## config.mk

```make
export PLATFORM = sky130hd
export DESIGN_NAME = fault_injector
export DESIGN_NICKNAME = d
export VERILOG_FILES = /design/src/rtl/fi_pkg.sv /design/src/rtl/fi_lfsr_step.sv /design/src/rtl/fi_pattern_reg.sv /design/src/rtl/fi_mask_out.sv /design/src/rtl/fault_injector.sv
export SDC_FILE = /design/constraint.sdc
export NUM_CORES = 1
export LEC_CHECK = 0
export BUFFER_PORTS_ARGS = -buffer_cell sky130_fd_sc_hd__buf_2
export CAP_MARGIN = 20
export CORE_MARGIN = 3
export CORE_UTILIZATION = 53
export DETAILED_ROUTE_END_ITERATION = 8
export HOLD_SLACK_MARGIN = 0.1
export PLACE_DENSITY = 0.81
export SLEW_MARGIN = 5
export SYNTH_ARGS = -nofsm -noshare
export SYNTH_HDL_FRONTEND = slang
export SYNTH_SLANG_ARGS = --single-unit
```

## constraint.sdc

```tcl
create_clock -name clk -period 3.7 [get_ports clk]
set_input_delay 0.74 -clock clk [delete_from_list [all_inputs] [get_ports clk]]
set_output_delay 0.74 -clock clk [all_outputs]
set_load 0.01 [all_outputs]
```

## src/rtl/fi_pkg.sv

```systemverilog
// Shared types for the bit-flip injector.
// Assumes: mode codes are fixed by software convention.
package fi_pkg;
    typedef enum logic [1:0] {
        FI_OFF     = 2'd0,
        FI_SEEDED  = 2'd1,
        FI_RANDOM  = 2'd2,
        FI_SPARE   = 2'd3
    } fi_mode_e;

    localparam int FI_BYTE_W = 8;
endpackage

```

## src/rtl/fi_lfsr_step.sv

```systemverilog
// One step of a Fibonacci shift register: shifts toward the MSB and
// builds the new bit 0 from the tap XOR.
// Assumes: W is 4 or 8; any other width falls back to a plain rotate.
module fi_lfsr_step #(
    parameter int W = 8
) (
    input  logic [W-1:0] cur,
    output logic [W-1:0] nxt
);
    logic fb;

    generate
        if (W == 8) begin : g_poly8
            // x^8+x^6+x^5+x^4+1
            assign fb = cur[7] ^ cur[5] ^ cur[4] ^ cur[3];
        end else if (W == 4) begin : g_poly4
            // x^4+x^3+1
            assign fb = cur[3] ^ cur[2];
        end else begin : g_rot
            assign fb = cur[W-1];
        end
    endgenerate

    assign nxt = {cur[W-2:0], fb};
endmodule

```

## src/rtl/fi_pattern_reg.sv

```systemverilog
// Holds the current flip pattern. A seed write has priority; after that
// come a step (free-running mode) and a clear (seeded mode).
// Assumes: the top guarantees that step and clear are never both high.
module fi_pattern_reg #(
    parameter int W = 8
) (
    input  logic         clk,
    input  logic         rst_n,
    input  logic         load,
    input  logic [W-1:0] load_val,
    input  logic         step,
    input  logic [W-1:0] step_val,
    input  logic         clear,
    output logic [W-1:0] pattern
);
    localparam logic [W-1:0] RESET_VAL = W'(1);

    // Update the pattern: reset to 1, then seed write, step, clear.
    always_ff @(posedge clk) begin
        if (!rst_n) begin
            pattern <= RESET_VAL;
        end else if (load) begin
            pattern <= load_val;
        end else if (step) begin
            pattern <= step_val;
        end else if (clear) begin
            pattern <= '0;
        end
    end
endmodule

```

## src/rtl/fi_mask_out.sv

```systemverilog
// Registers the one-cycle flip mask and places a narrow pattern in the
// upper bits of the byte.
// Assumes: fire is a one-cycle request qualified by the top.
module fi_mask_out #(
    parameter int W = 8
) (
    input  logic                     clk,
    input  logic                     rst_n,
    input  logic                     fire,
    input  logic [W-1:0]             pattern,
    output logic [fi_pkg::FI_BYTE_W-1:0] mask,
    output logic                     valid
);
    localparam int PAD = fi_pkg::FI_BYTE_W - W;

    logic [fi_pkg::FI_BYTE_W-1:0] placed;

    generate
        if (PAD == 0) begin : g_full
            assign placed = pattern;
        end else begin : g_upper
            assign placed = {pattern, {PAD{1'b0}}};
        end
    endgenerate

    // Present the mask for one cycle per fire and drive zero otherwise.
    always_ff @(posedge clk) begin
        if (!rst_n) begin
            mask  <= '0;
            valid <= 1'b0;
        end else begin
            mask  <= fire ? placed : '0;
            valid <= fire;
        end
    end
endmodule

```

## src/rtl/fault_injector.sv

```systemverilog
// Top of the bit-flip injector. Decodes the mode, chooses between the
// seeded and the free-running pattern, and issues one mask per strobe.
// Assumes: all inputs are synchronous to clk and the reset is active-low.
module fault_injector #(
    parameter bit HIGH_NIBBLE_ONLY = 1'b0
) (
    input  logic       clk,
    input  logic       rst_n,
    input  logic [1:0] mode,
    input  logic       seed_wr,
    input  logic [7:0] seed,
    input  logic       inj_strobe,
    output logic [7:0] flip_mask,
    output logic       flip_valid
);
    import fi_pkg::*;

    localparam int LW = HIGH_NIBBLE_ONLY ? 4 : 8;

    fi_mode_e     mode_e;
    logic         is_seeded;
    logic         is_random;
    logic         fire;
    logic [LW-1:0] seed_bits;
    logic [LW-1:0] load_val;
    logic [LW-1:0] pattern;
    logic [LW-1:0] step_src;
    logic [LW-1:0] step_nxt;
    logic [LW-1:0] inject_val;

    assign mode_e    = fi_mode_e'(mode);
    assign seed_bits = seed[FI_BYTE_W-1 -: LW];

    // Decode the mode and qualify the strobe; a seed write wins over it.
    always_comb begin
        is_seeded = (mode_e == FI_SEEDED);
        is_random = (mode_e == FI_RANDOM);
        fire      = inj_strobe && !seed_wr && (is_seeded || is_random);
    end

    // Replace zero patterns in free-running mode to avoid lock-up.
    always_comb begin
        load_val = (is_random && seed_bits == '0) ? LW'(1) : seed_bits;
        step_src = (pattern == '0) ? LW'(1) : pattern;
    end

    fi_lfsr_step #(.W(LW)) u_step (
        .cur (step_src),
        .nxt (step_nxt)
    );

    fi_pattern_reg #(.W(LW)) u_pat (
        .clk      (clk),
        .rst_n    (rst_n),
        .load     (seed_wr),
        .load_val (load_val),
        .step     (fire && is_random),
        .step_val (step_nxt),
        .clear    (fire && is_seeded),
        .pattern  (pattern)
    );

    // Pick the injected value: stepped state or the stored seed.
    always_comb begin
        inject_val = is_random ? step_nxt : pattern;
    end

    fi_mask_out #(.W(LW)) u_out (
        .clk     (clk),
        .rst_n   (rst_n),
        .fire    (fire),
        .pattern (inject_val),
        .mask    (flip_mask),
        .valid   (flip_valid)
    );
endmodule

```

==> impl_metrics.tcl <==
set metrics [dict create \
    outcome "complete, no violations" \
    finalSetupViolations 0 \
    cts_max_path_buffers 2 \
    fin_skew_ns 0.00419 \
    grtUsageTotal_pct 16.9 \
    min_period_ns 1.99 \
    worst_slew_pin_slew_ns 0.608 \
    core-area_um2 1350 \
    yosys_warnings 0 \
    grt_start_max_net_pins 19 \
    drive_gt1_share_pct 26.9 \
    yosysSeqAreaShare_pct 42.6 \
    grt_pass1_wl_um 2570 \
    synthesis.area_um2 798 \
    post_cts_resized 0 \
    crit_slowest_cell "ha_1" \
    power_frac_comb_pct 14.5 \
    dp_hpwl_um 1140 \
    area_growth_pct 16.9 \
    die_w_um 44.8 \
    nFillCells 114 \
    cp_max_fo 11 \
    fp-row-count 13 \
    rsz0062_at_grt "false" \
    p_leak_nw 0.408 \
    ys_types 27 \
    postCtsHoldBufs 0 \
    p_seq_share_pct 57.7 \
    regArea_um2 340 \
    slew-limit-headroom_pct 59.5 \
    peakVddDrop_uv 253 \
    cap_violations 0 \
    insertion_delay_ns 0.29 \
    switchingPower_uw 88.1 \
    dieArea_um2 2010 \
    crit_buf_inv 2 \
    synth-seq-cells 17 \
    start_util_pct 59.1 \
    start_kind "input port" \
    synth-compound-area-share_pct 14.9 \
    multi_input_area_um2 425 \
    nets 121 \
    synth_xor_area_share_pct 3.29 \
    critPathTopFamily "adder cells" \
    p_int_uw 255 \
    ant_nets 0 \
    p_clk_share_pct 27.8 \
    fmax_mhz 503 \
    arrival_ns 2.20 \
    hold_viol_final 0 \
    critPathKind "input port to flop" \
    synthSimpleGateAreaFrac_pct 21.9 \
    synth_fa_ha_area_share_pct 3.13 \
    cp.required_ns 3.91 \
    worstPathCellList "buf_2 > inv_1 > ha_1 > nand2_1 > nor2_2 > a22oi_1 > a21boi_0" \
    wl_per_cell_um 12.9 \
    syn_inst 82 \
    cpPeakStageDelay_ns 0.54 \
    drcViolationCount 0 \
    clockRootBuffer "clkbuf_4" \
    power.density_nw_per_um2 368 \
    n_antenna_cell 0 \
    p_sw_share_pct 25.7 \
    die_h_um 44.8 \
    grt_pass1_vias 613 \
    overflow 0 \
    dr.pass1.iters 4 \
    clock-sinks 17 \
    endpoint_kind "flop" \
    gp_congestion 0.851 \
    antenna_found_initial 0 \
    cts_tree "yes" \
    hold_path.class "flop to flop" \
    layout_setup_ws_ns 1.71 \
    tns_ns 0 \
    dp_slack_ns 1.45 \
    syn-num-nets 98 \
    avgSynthCellArea_um2 9.73 \
    first_iter_violations 9 \
    synth_top_family_by_area "simple AND/OR/NAND/NOR gates" \
    portBuffers 22 \
    num_vias 682 \
    totalWireLength_um 1540 \
    vias_per_cell 5.73 \
    cts_inserted_buffers 3 \
    synthMuxAreaShare_pct 10.0 \
    drv_slew 0 \
    period_share_pct 53.7 \
    cts_max_level 1 \
    cts_setup_buffers 0 \
    clk_transition_reported_paths_ns 0.09 \
    io_pins 23 \
]
## cell usage after synthesis
cell	n	area share, %
o21ai_4	1	2.0
a21boi_1	3	2.8
dfxtp_1	17	43
nor2_1	9	4.2
ha_1	2	3.1
buf_4	1	0.94
nand3b_1	7	6.6
and4b_1	1	1.3
nand3_1	3	1.9
a21boi_0	3	2.8
o21ai_0	1	0.63
nor2_2	1	0.78
nand4_1	1	0.78
xor2_1	1	1.1
clkbuf_1	1	0.47
mux2i_1	8	10
a22oi_1	6	5.6
nand4bb_1	1	1.4
xnor2_1	2	2.2
buf_2	2	1.3
inv_1	3	1.4
nor4_1	2	1.6
nor2b_1	1	0.78
a21o_1	1	0.94
nor3_1	1	0.63
nand4b_1	1	1.1
nand2_1	2	0.94
## per-layer routing
layer	GRT usage (%)	vias up	wire length (um)
li1	-	337	-
met1	21.3	314	662
met2	28.4	29	712
met3	5.98	2	154
met4	2.34	0	8
met5	0	-	0
## power by group through the flow
stage	Combinational (mW)	Clock [mW]	Sequential, mW
after floorplan	0.0345	0	0.201
after global placement	0.0489	0	0.202
after detailed placement	0.0497	0	0.202
after CTS	0.0498	0.0983	0.198
after global routing	0.0554	0.104	0.199
final	0.0499	0.0953	0.198
## placed cells by master (no fill, tap or decap)
cell,instances
o21ai_0,1
inv_1,3
a21boi_1,3
a22oi_1,6
a21o_1,1
nand2_1,2
clkinv_2,1
xor2_1,1
nor2_1,9
clkbuf_4,3
xnor2_1,2
nor4_1,2
o21ai_4,1
nand4bb_1,1
dfxtp_1,17
nor2b_1,1
ha_1,2
nand4b_1,1
nor2_2,1
buf_2,22
nor3_1,1
nand3_1,3
mux2i_1,8
nand4_1,1
nand3b_1,7
a21boi_0,3
and4b_1,1
## path summary, 6_finish.rpt
check | start | end | slack, ns | cells past startpoint
hold reg to reg | u_pat.pattern[0]$_SDFFE_PN1P_ | u_pat.pattern[0]$_SDFFE_PN1P_ | 0.54 | 2
setup / recovery | mode[0] | u_pat.pattern[5]$_SDFFE_PN0P_ | 1.71 | 7
setup reg to reg | u_pat.pattern[5]$_SDFFE_PN0P_ | u_out.mask[0]$_SDFF_PN0_ | 2.59 | 4
hold / removal | u_pat.pattern[0]$_SDFFE_PN1P_ | u_pat.pattern[0]$_SDFFE_PN1P_ | 0.54 | 2
## kinds of logic (layout without fill, tap and decap cells)
group	Yosys count	after routing
adder cells (fa/ha/maj)	2	2
flip-flops	17	17
AND/OR/NAND/NOR	30	30
XOR/XNOR	3	3
AO/OA/AOI/OAI	15	15
buffers and inverters	7	29
multiplexers	8	8
## layout make-up
| cell class | count | area share [%] |
|---|---|---|
| multi-input cells | 58 | 45.6 |
| flip-flops and latches | 17 | 36.5 |
| repair buffers | 22 | 11.8 |
| clock buffers | 3 | 2.41 |
| well taps | 15 | 2.01 |
| inverters | 3 | 1.21 |
| clock inverters | 1 | 0.536 |
## per-stage QoR
step	power, mW	instance area (um^2)	util (%)	hold WS [ns]	cells
after global routing	0.359	933	69.1	0.570	119
final	0.343	933	69.1	0.538	119
after CTS	0.346	933	69.1	0.543	119
after floorplan	0.235	798	-	0.485	82
after global placement	0.251	906	67.1	0.528	115
after detailed placement	0.252	906	67.1	0.527	115
## worst reg2reg max path, cell delays in order (launching register included)
cell and delay [ns]:
dfxtp_1 0.47, xor2_1 0.21, xnor2_1 0.16, mux2i_1 0.10
nor2_1 0.10
## flip-flops by register name (all words and copies together), names as in the netlist
name,count
u_out.mask,8
u_pat.pattern,8
u_out.valid,1
Power figures use the tool's default switching activity.
